==> src/rtl/irqm_pkg.sv <==
package irqm_pkg;

  localparam int unsigned BUS_W = 32;

  // Register offsets (byte addresses, word-aligned)
  localparam logic [31:0] OFF_COUNT  = 32'h00;
  localparam logic [31:0] OFF_MASKED = 32'h04;
  localparam logic [31:0] OFF_WIPE   = 32'h08;
  localparam logic [31:0] OFF_CLR    = 32'h0C;
  localparam logic [31:0] OFF_SET    = 32'h10;

  typedef enum logic [2:0] {
    SEL_NONE,
    SEL_COUNT,
    SEL_MASKED,
    SEL_WIPE,
    SEL_CLR,
    SEL_SET
  } reg_sel_e;

  // Full-address compare: misaligned or unmapped offsets decode to SEL_NONE.
  function automatic reg_sel_e decode_offset(input logic [31:0] a);
    reg_sel_e s;
    case (a)
      OFF_COUNT:  s = SEL_COUNT;
      OFF_MASKED: s = SEL_MASKED;
      OFF_WIPE:   s = SEL_WIPE;
      OFF_CLR:    s = SEL_CLR;
      OFF_SET:    s = SEL_SET;
      default:    s = SEL_NONE;
    endcase
    return s;
  endfunction

endpackage

==> src/rtl/irqm_sync.sv <==
module irqm_sync #(
  parameter int unsigned NUM_LINES   = 32,
  parameter int unsigned SYNC_STAGES = 2
) (
  input  logic                 clk,
  input  logic                 rst,
  input  logic [NUM_LINES-1:0] req_async,
  output logic [NUM_LINES-1:0] rise,
  output logic [NUM_LINES-1:0] fall
);

  // One extra stage beyond the synchronizer holds the previous value
  localparam int unsigned CHAIN_W = SYNC_STAGES + 1;

  for (genvar g = 0; g < NUM_LINES; g++) begin : g_line
    logic [CHAIN_W-1:0] chain_q;

    always_ff @(posedge clk) begin
      if (rst) begin
        chain_q <= '0;
      end else begin
        chain_q <= {chain_q[CHAIN_W-2:0], req_async[g]};
      end
    end

    assign rise[g] =  chain_q[SYNC_STAGES-1] & ~chain_q[SYNC_STAGES];
    assign fall[g] = ~chain_q[SYNC_STAGES-1] &  chain_q[SYNC_STAGES];
  end

endmodule

==> src/rtl/irqm_state.sv <==
module irqm_state #(
  parameter int unsigned NUM_LINES = 32
) (
  input  logic                 clk,
  input  logic                 rst,
  input  logic [NUM_LINES-1:0] rise,
  input  logic [NUM_LINES-1:0] fall,
  input  logic                 wipe_stb,
  input  logic                 set_stb,
  input  logic                 clr_stb,
  input  logic [NUM_LINES-1:0] wdata,
  output logic [NUM_LINES-1:0] pend,
  output logic [NUM_LINES-1:0] en
);

  logic [NUM_LINES-1:0] pend_q, en_q;
  logic [NUM_LINES-1:0] pend_d, en_d;

  always_comb begin
    pend_d = (pend_q | rise) & ~fall;
    en_d   = en_q;
    if (set_stb) en_d = en_d | wdata;
    if (clr_stb) en_d = en_d & ~wdata;
    // The wipe command overrides any line edge landing on the same edge
    if (wipe_stb) begin
      pend_d = '0;
      en_d   = '0;
    end
  end

  always_ff @(posedge clk) begin
    if (rst) begin
      pend_q <= '0;
      en_q   <= '0;
    end else begin
      pend_q <= pend_d;
      en_q   <= en_d;
    end
  end

  assign pend = pend_q;
  assign en   = en_q;


  wipe_clears_chk: assert property (@(posedge clk) disable iff (rst)
    wipe_stb |=> (pend_q == '0 && en_q == '0));


  set_bits_chk: assert property (@(posedge clk) disable iff (rst)
    set_stb |=> ((en_q & $past(wdata)) == $past(wdata)));


  clr_bits_chk: assert property (@(posedge clk) disable iff (rst)
    clr_stb |=> ((en_q & $past(wdata)) == '0));


  rise_pend_chk: assert property (@(posedge clk) disable iff (rst)
    ((|rise) && !wipe_stb) |=> ((pend_q & $past(rise)) == $past(rise)));


  fall_pend_chk: assert property (@(posedge clk) disable iff (rst)
    (|fall) |=> ((pend_q & $past(fall)) == '0));

endmodule

==> src/rtl/irqm_popcnt.sv <==
module irqm_popcnt #(
  parameter int unsigned NUM_LINES = 32,
  localparam int unsigned CNT_W    = $clog2(NUM_LINES + 1)
) (
  input  logic                 clk,
  input  logic                 rst,
  input  logic [NUM_LINES-1:0] vec,
  output logic [CNT_W-1:0]     cnt
);

  always_comb begin
    cnt = '0;
    for (int i = 0; i < NUM_LINES; i++) begin
      cnt = cnt + CNT_W'(vec[i]);
    end
  end


  cnt_zero_chk: assert property (@(posedge clk) disable iff (rst)
    ((cnt == '0) == (vec == '0)));


  cnt_range_chk: assert property (@(posedge clk) disable iff (rst)
    (cnt <= CNT_W'(NUM_LINES)));

endmodule

==> src/rtl/irq_line_merger.sv <==
module irq_line_merger
  import irqm_pkg::*;
#(
  parameter int unsigned NUM_LINES   = 32,
  parameter int unsigned ADDR_W      = 8,
  parameter int unsigned SYNC_STAGES = 2
) (
  input  logic                 clk,
  input  logic                 rst,
  input  logic [NUM_LINES-1:0] req_lines,
  input  logic                 bus_sel,
  input  logic                 bus_en,
  input  logic                 bus_wr,
  input  logic [ADDR_W-1:0]    bus_addr,
  input  logic [BUS_W-1:0]     bus_wdata,
  output logic [BUS_W-1:0]     bus_rdata,
  output logic                 cpu_irq
);

  localparam int unsigned CNT_W = $clog2(NUM_LINES + 1);

  logic [NUM_LINES-1:0] rise, fall, pend, en, active;
  logic [CNT_W-1:0]     cnt;
  logic [31:0]          addr_ext;
  reg_sel_e             sel;
  logic                 wr_access, rd_setup;
  logic                 wipe_stb, set_stb, clr_stb;
  logic [BUS_W-1:0]     rdata_q;
  logic                 irq_q;

  irqm_sync #(
    .NUM_LINES  (NUM_LINES),
    .SYNC_STAGES(SYNC_STAGES)
  ) u_sync (
    .clk      (clk),
    .rst      (rst),
    .req_async(req_lines),
    .rise     (rise),
    .fall     (fall)
  );

  assign addr_ext  = 32'(bus_addr);
  assign sel       = decode_offset(addr_ext);
  assign wr_access = bus_sel & bus_en & bus_wr;
  assign rd_setup  = bus_sel & ~bus_en & ~bus_wr;
  assign wipe_stb  = wr_access && (sel == SEL_WIPE);
  assign set_stb   = wr_access && (sel == SEL_SET);
  assign clr_stb   = wr_access && (sel == SEL_CLR);

  irqm_state #(
    .NUM_LINES(NUM_LINES)
  ) u_state (
    .clk     (clk),
    .rst     (rst),
    .rise    (rise),
    .fall    (fall),
    .wipe_stb(wipe_stb),
    .set_stb (set_stb),
    .clr_stb (clr_stb),
    .wdata   (bus_wdata[NUM_LINES-1:0]),
    .pend    (pend),
    .en      (en)
  );

  assign active = pend & en;

  irqm_popcnt #(
    .NUM_LINES(NUM_LINES)
  ) u_cnt (
    .clk(clk),
    .rst(rst),
    .vec(active),
    .cnt(cnt)
  );

  // Read data is captured at the setup edge and held through the access phase
  always_ff @(posedge clk) begin
    if (rst) begin
      rdata_q <= '0;
    end else if (rd_setup) begin
      case (sel)
        SEL_COUNT:  rdata_q <= BUS_W'(cnt);
        SEL_MASKED: rdata_q <= BUS_W'(active);
        default:    rdata_q <= '0;
      endcase
    end
  end

  always_ff @(posedge clk) begin
    if (rst) irq_q <= 1'b0;
    else     irq_q <= |active;
  end

  assign bus_rdata = rdata_q;
  assign cpu_irq   = irq_q;


  irq_follow_chk: assert property (@(posedge clk) disable iff (rst)
    1'b1 |=> (cpu_irq == $past(|(pend & en))));


  unmapped_read_chk: assert property (@(posedge clk) disable iff (rst)
    (rd_setup && sel != SEL_COUNT && sel != SEL_MASKED) |=> (bus_rdata == '0));

endmodule

==> config.mk <==
export PLATFORM = sky130hd
export DESIGN_NAME = irq_line_merger
export DESIGN_NICKNAME = d
export VERILOG_FILES = /design/src/rtl/irqm_pkg.sv /design/src/rtl/irqm_sync.sv /design/src/rtl/irqm_state.sv /design/src/rtl/irqm_popcnt.sv /design/src/rtl/irq_line_merger.sv
export SDC_FILE = /design/constraint.sdc
export NUM_CORES = 1
export LEC_CHECK = 0
export BUFFER_PORTS_ARGS = -buffer_cell sky130_fd_sc_hd__buf_2
export CAP_MARGIN = 0
export CORE_AREA = 2 2 90 157
export DETAILED_ROUTE_END_ITERATION = 6
export DIE_AREA = 0 0 92 159
export PLACE_DENSITY = 0.78
export SYNTH_ARGS = -nofsm -noshare
export SYNTH_HDL_FRONTEND = slang
export SYNTH_HIERARCHICAL = 1
export SYNTH_SLANG_ARGS = --single-unit
==> constraint.sdc <==
create_clock -name clk -period 6.3 [get_ports clk]
set_input_delay 0.315 -clock clk [delete_from_list [all_inputs] [get_ports clk]]
set_output_delay 0.315 -clock clk [all_outputs]
set_load 0.05 [all_outputs]
# [Word level (Yosys, flattened, before mapping)]
# Index checks and enable logic that the tools add are counted.
[classes] n_addsub=31 multipliers=0 div=0 order_cmp=0 eq_ne=9 shift=0 muxes=4 bitwise_logic=141 reduce_logical=6
[op_table] op="$add 6x1->6" n=30
[op_table] op="$and 32x32->32" n=3
[op_table] op="$and 1x1->1" n=68
[op_table] op="$not 1->1" n=66
[op_table] op="$mux 32" n=2
[op_table] op="$not 32->32" n=2
[op_table] op="$or 32x32->32" n=2
[op_table] op="$pmux 32 s2" n=1
[op_table] op="$logic_not 32->1" n=1
[op_table] op="$reduce_or 32->1" n=1
[op_table] op="$eq 8x4->1 const B" n=2
[op_table] op="$pmux 3 s5" n=1
[op_table] op="$eq 8x3->1 const B" n=1
[op_table] op="$eq 8x5->1 const B" n=1
[op_table] op="$eq 3x2->1 const B" n=2
[op_table] op="$eq 3x3->1 const B" n=2
[op_table] op="$eq 3x1->1 const B" n=1
[op_table] op="$logic_and 1x1->1" n=3
[op_table] op="$add 1x1->2" n=1
[op_table] op="$reduce_or 2->1" n=1
[word_totals] ff_bits=193 latch_bits=0 mem_bits_rw=0 mem_bits_ro=0 in_bits=77 output_inout_bits=33 memories=0

# [Logic depth before layout (Yosys ltp)]
[depth] ltp_word=33 ltp_mapped=20 ltp_nobuf=20

# [Modules after synthesis]
# Netlist, hierarchy kept.
[modules_own_cells] module="irqm_sync" instances=1 cells_each=266 area_per_inst_um2=3000.4 seq_area_each_um2=1921.8
[modules_own_cells] module="irqm_state" instances=1 cells_each=206 area_per_inst_um2=2214.6 seq_area_each_um2=1281.2
[modules_own_cells] module="irq_line_merger" instances=1 cells_each=197 area_per_inst_um2=1537.7 seq_area_each_um2=660.6
[modules_own_cells] module="irqm_popcnt" instances=1 cells_each=73 area_per_inst_um2=758.2 seq_area_each_um2=0.0

# [Least setup slack after synthesis]
# No wires, ideal clock.
[synth_path] kind="register -> register" startpoint="reg u_state.pend_q[0] (netlist: u_state/pend[0])" endpoint="reg rdata_q[4] (netlist: bus_rdata[4])" setup_ns=0.074 t_arrival_ns=4.718 required_time_ns=6.226 slack_ns=1.508 path_stages_with_launch=20 path_buffers=0 synth_period_minus_slack_ns=4.792 path_cell_list="dfxtp_1 > and2_1 > inv_1 > fa_1 > inv_1 > fa_1 > fa_1 > fa_1 > fa_1 > inv_1 > fa_1 > inv_1 > ha_1 > inv_1 > fa_1 > nand2b_1 > a21oi_2 > xor2_1 > mux2i_1 > o21ai_0"
[synth_via] elab_chain_cells=33
[synth_lines] item="start: declaration" line_no="irqm_state.sv:16" text="logic [NUM_LINES-1:0] pend_q, en_q;"
[synth_lines] item="start signal: assignment" line_no="irqm_state.sv:36" text="pend_q <= pend_d;"
[synth_lines] item="$and 32x32->32" line_no="irq_line_merger.sv:65" text="assign active = pend & en;"
[synth_lines] item="net active[0]" line_no="irq_line_merger.sv:22" text="logic [NUM_LINES-1:0] rise, fall, pend, en, active;"
[synth_lines] item="$add 1x1->2" line_no="irqm_popcnt.sv:14" text="cnt = cnt + CNT_W'(vec[i]);"
[synth_lines] item="$add 6x1->6 (30 in a row)" line_no="irqm_popcnt.sv:14"
[synth_lines] item="net cnt[4]" line_no="irq_line_merger.sv:23" text="logic [CNT_W-1:0] cnt;"
[synth_lines] item="$pmux 32 s2" line_no="irq_line_merger.sv:81" text="case (sel)"
[synth_lines] item="end signal: assignment" line_no="irq_line_merger.sv:82" text="SEL_COUNT: rdata_q <= BUS_W'(cnt);"
[synth_lines] item="end signal: assignment" line_no="irq_line_merger.sv:83" text="SEL_MASKED: rdata_q <= BUS_W'(active);"
[synth_lines] item="end: declaration" line_no="irq_line_merger.sv:28" text="logic [BUS_W-1:0] rdata_q;"
# The timed path passes the listed nets, and every way through them passes these cells.
# A chain may end at the register's enable or synchronous reset.

# [Worst setup path after layout]
[layout_path] startpoint="reg u_state.en_q[0] (netlist: u_state/en[0])" endpoint="reg rdata_q[4] (netlist: bus_rdata[4])"
[layout_via] elab_chain_cells=33
[layout_lines] item="start: declaration" line_no="irqm_state.sv:16"
[layout_lines] item="start signal: assignment" line_no="irqm_state.sv:37" text="en_q <= en_d;"
[layout_lines] item="$and 32x32->32" line_no="irq_line_merger.sv:65"
[layout_lines] item="net active[0]" line_no="irq_line_merger.sv:22"
[layout_lines] item="$add 1x1->2" line_no="irqm_popcnt.sv:14"
[layout_lines] item="$add 6x1->6 (30 in a row)" line_no="irqm_popcnt.sv:14"
[layout_lines] item="net cnt[4]" line_no="irq_line_merger.sv:23"
[layout_lines] item="$pmux 32 s2" line_no="irq_line_merger.sv:81"
# The timed path passes the listed nets, and every way through them passes these cells.

==> results by group <==
Outcome
  – Outcome: finished, final reports clean

Logic synthesis
  – Synth warn: 6
  – Syn Std Cell Area: 0.007511 mm2
  – Syn nets: 850
  – Mux contribution to synthesized area: 0.7996%
  – Post-synthesis simple-gate area fraction: 22.96%
  – Synth Register Bits: roughly 190
  – Post-synth EDFFs: 0
  – Synth top area share: 51.44%
  – Post-Syn Instances: around 740
  – FFs w/ async S/R, synth: 0%
  – Top post-synthesis cells by area: dfxtp_1 51%, nor2b_1 13%, fa_1 6.4%
  – Yosys cell types: 35
  – Synth Area in XOR/XNOR: 0.3498%
  – Main synth FF type: dfxtp_1
  – Largest family of logic cells by synthesized area: simple AND/OR/NAND/NOR gates
  – Syn_area_per_cell: a little over 10 um2
  – Adder-cell share of the synthesized area: 7.563%
  – Post-synthesis sequential area ratio: 51.44%
  – Synth area leader: dfxtp_1
  – Compound-cell area share of the yosys netlist: 10.98%

Route
  – Drt wl/cell: 14.72 um
  – DRT Pass-1 Iters: 5
  – Final wirelength: ~15,000 um
  – DRC viols: 0
  – Antenna Nets Post-Route: 0
  – Via Count: between 5,000 and 6,000
  – Routed vias/inst: between 5 and 6
  – Initial DRC Count: between 200 and 250

Placement
  – IO Port Bufs: 109
  – GP Congestion: 0.8672
  – Pre-CTS setup slack: 1.203 ns
  – Dpl hpwl: about 11,000 um
  – Placed Cells incl. Taps: around 1,000

Global routing
  – Number of global-route vias before repair: about 5,300
  – Global Route Usage Sum: 21.09%
  – GRT Residual Overflow: 0
  – Largest net degree at the start of global routing: 101
  – First-pass GRT wire length: 24,470 um
  – Initial antenna violation count: 0

Setup path
  – Slowest stage delay, CP: 0.55 ns
  – Critical Path End Type: flip-flop
  – Crit path max fanout: 3
  – Worst path depth: 19
  – Arrival @ worst endpoint: 5.43 ns
  – CP top delay family: adder cells
  – Startpoint types: flip-flop
  – Worst path most repeated cell: fa_1
  – Worst path cell trace: and2_1, inv_1, fa_1, inv_1, fa_1, fa_1, fa_1, fa_1, inv_1, fa_1, inv_1, ha_1, inv_1, fa_1, nand2b_1, a21oi_2, xor2_1, mux2i_1, o21ai_0
  – CP bufs+invs: 5
  – Worst R2R Path Depth: 19
  – Slowest stage cell, crit path: fa_1
  – Worst endpoint required time: 6.65 ns
  – Critical path type: flip-flop to flip-flop

Clock network
  – CTS tree: yes
  – Clock Pin Slew Worst Setup and Hold Paths: 0.07 ns
  – Clock latency on the worst-skew pair: about 0.42 ns
  – Cts bufs inserted: 17
  – H-tree depth: 4
  – CTS Sinks: 193
  – Root Buffer: clkbuf_16
  – Hold-fix buffers, CTS: 0
  – Setup bufs post-CTS: 0
  – Post-CTS Resized: 0
  – Bufs on Longest Clock Path: 2

STA
  – Sum Neg Setup Slack: 0 ns
  – Clock Skew: 0.01023 ns
  – Worst-Margin Slew: a little under 1 ns
  – Final setup violation count: 0
  – Worst rel slew slack: 35.18%
  – Worst Setup Slack, final: 1.218 ns
  – Fin crit period: ~5 ns
  – Final worst-path cycle share: 80.66%
  – RSZ-0062 raised after global routing: false
  – Max-slew violations: 0
  – Fmax: 196.8 MHz
  – Final Hold Fails: 0

Pwr
  – LEAKAGE: 3.941 nW
  – Peak supply drop: 0.1783 mV
  – Cell area power density: 277.9 mW/mm2
  – Tot Pwr: ~2.4 mW

Layout
  – Post-layout util: about two thirds
  – Commonest non-fill, non-tap cell in the layout: dfxtp_1
  – Share of cells above drive strength 1: a little under a quarter
  – Most frequent cells in the layout: 193 x dfxtp_1, 160 x nor2b_1, 108 x buf_2, 65 x nand2_1, 59 x inv_1
  – Finished Layout Cells: 1,028
  – Area grow syn2layout: 15.08%
  – Fin nets: 952
  – N_diodes: 0

Min path
  – Hold Crit Depth: 2
  – Hold Crit Class: primary input to flip-flop

Floorplanning
  – Die X: 92 um
  – Io pins: 110
  – Starting density of the core: 56.42%
  – Die Height: 159 um
  – Core Region: 0.01331 mm2
  – Die area: 0.01463 mm2
  – Row cnt: 56

Job
  – Max-cap violations: 0
-- cells in the mapped netlist (all sizes together) (2+ instances only) --
cell type	number
dfxtp	193
mux2i	6
buf	24
fa	24
nand3	2
xnor2	2
nor2	37
nor2b	160
nor3	33
a21oi	36
clkbuf	5
nor4	3
inv	59
nand2	65
nand4	7
and3b	2
a211oi	32
ha	7
and2	4
o21ai	33
-- logic make-up after synthesis --
kind of cell,after synthesis
buffers and inverters,88
muxes,6
adders and majority gates,31
AOI/OAI and AO/OA,103
and+or+nand+nor,318
DFF,193
xor gates and xnor gates,3
-- per-stage QoR --
step           area (um2)  hold slack, ns
5_1_grt              8643         0.07919
3_3_place_gp         8082          0.4170
6_report             8643          0.1005
3_5_place_dp         8082          0.4212
2_1_floorplan        7511          0.3841
4_1_cts              8643         0.08435
-- sequential cells by signal, summed over array words and instances (netlist names) --
signal	cells
u_state/en	32
u_sync/g_line.chain_q	96
cpu_irq	1
u_state/pend	32
bus_rdata	32
-- per-layer routing --
layer  part of all wire [%]  global-route usage (%)  vias up
met1                     39                   23.74     2427
li1                       -                       -     2585
met4                    4.7                   11.40        0
met3                    4.3                   4.449       44
met5                      0                       0        -
met2                     52                   36.80      143
-- power by group --
| part | switching, mW | internal (mW) |
|---|---|---|
| clock | 0.444 | 0.587 |
| sequential | 0.0169 | 1.26 |
| combinational | 0.0527 | 0.0452 |
| total | 0.514 | 1.89 |
-- final cells by class --
| cell class | count | area [um2] |
|---|---|---|
| clock buffer | 19 | 432.9 |
| clock inverter | 10 | 128.9 |
| fill | 1118 | 4669 |
| inverter | 59 | 221.5 |
| multi-input combinational | 461 | 3208 |
| sequential | 193 | 3864 |
| tap | 174 | 217.7 |
| timing repair buffer | 112 | 570.5 |
-- final timing paths --
kind / slack [ns] / startpoint / end
worst max-delay path: 1.22 / u_state/en[0]$_SDFF_PP0_ / bus_rdata[4]$_SDFFE_PP0P_
worst min-delay path: 0.10 / bus_wdata[2] / u_state/en[2]$_SDFF_PP0_
worst max register to register: 1.22 / u_state/en[0]$_SDFF_PP0_ / bus_rdata[4]$_SDFFE_PP0P_
worst min register to register: 0.43 / u_sync/g_line[18].chain_q[0]$_SDFF_PP0_ / u_sync/g_line[18].chain_q[1]$_SDFF_PP0_
-- worst register-to-register path: stages (launching register included) --
cell	delay (ns)
dfxtp_1	0.36
and2_1	0.17
inv_1	0.07
fa_1	0.55
inv_1	0.06
fa_1	0.53
fa_1	0.44
fa_1	0.50
fa_1	0.52
inv_1	0.05
fa_1	0.44
inv_1	0.08
ha_1	0.15
inv_1	0.06
fa_1	0.39
nand2b_1	0.17
a21oi_2	0.13
xor2_1	0.14
mux2i_1	0.08
o21ai_0	0.14
Note: power is estimated with default switching activity, not from simulation.
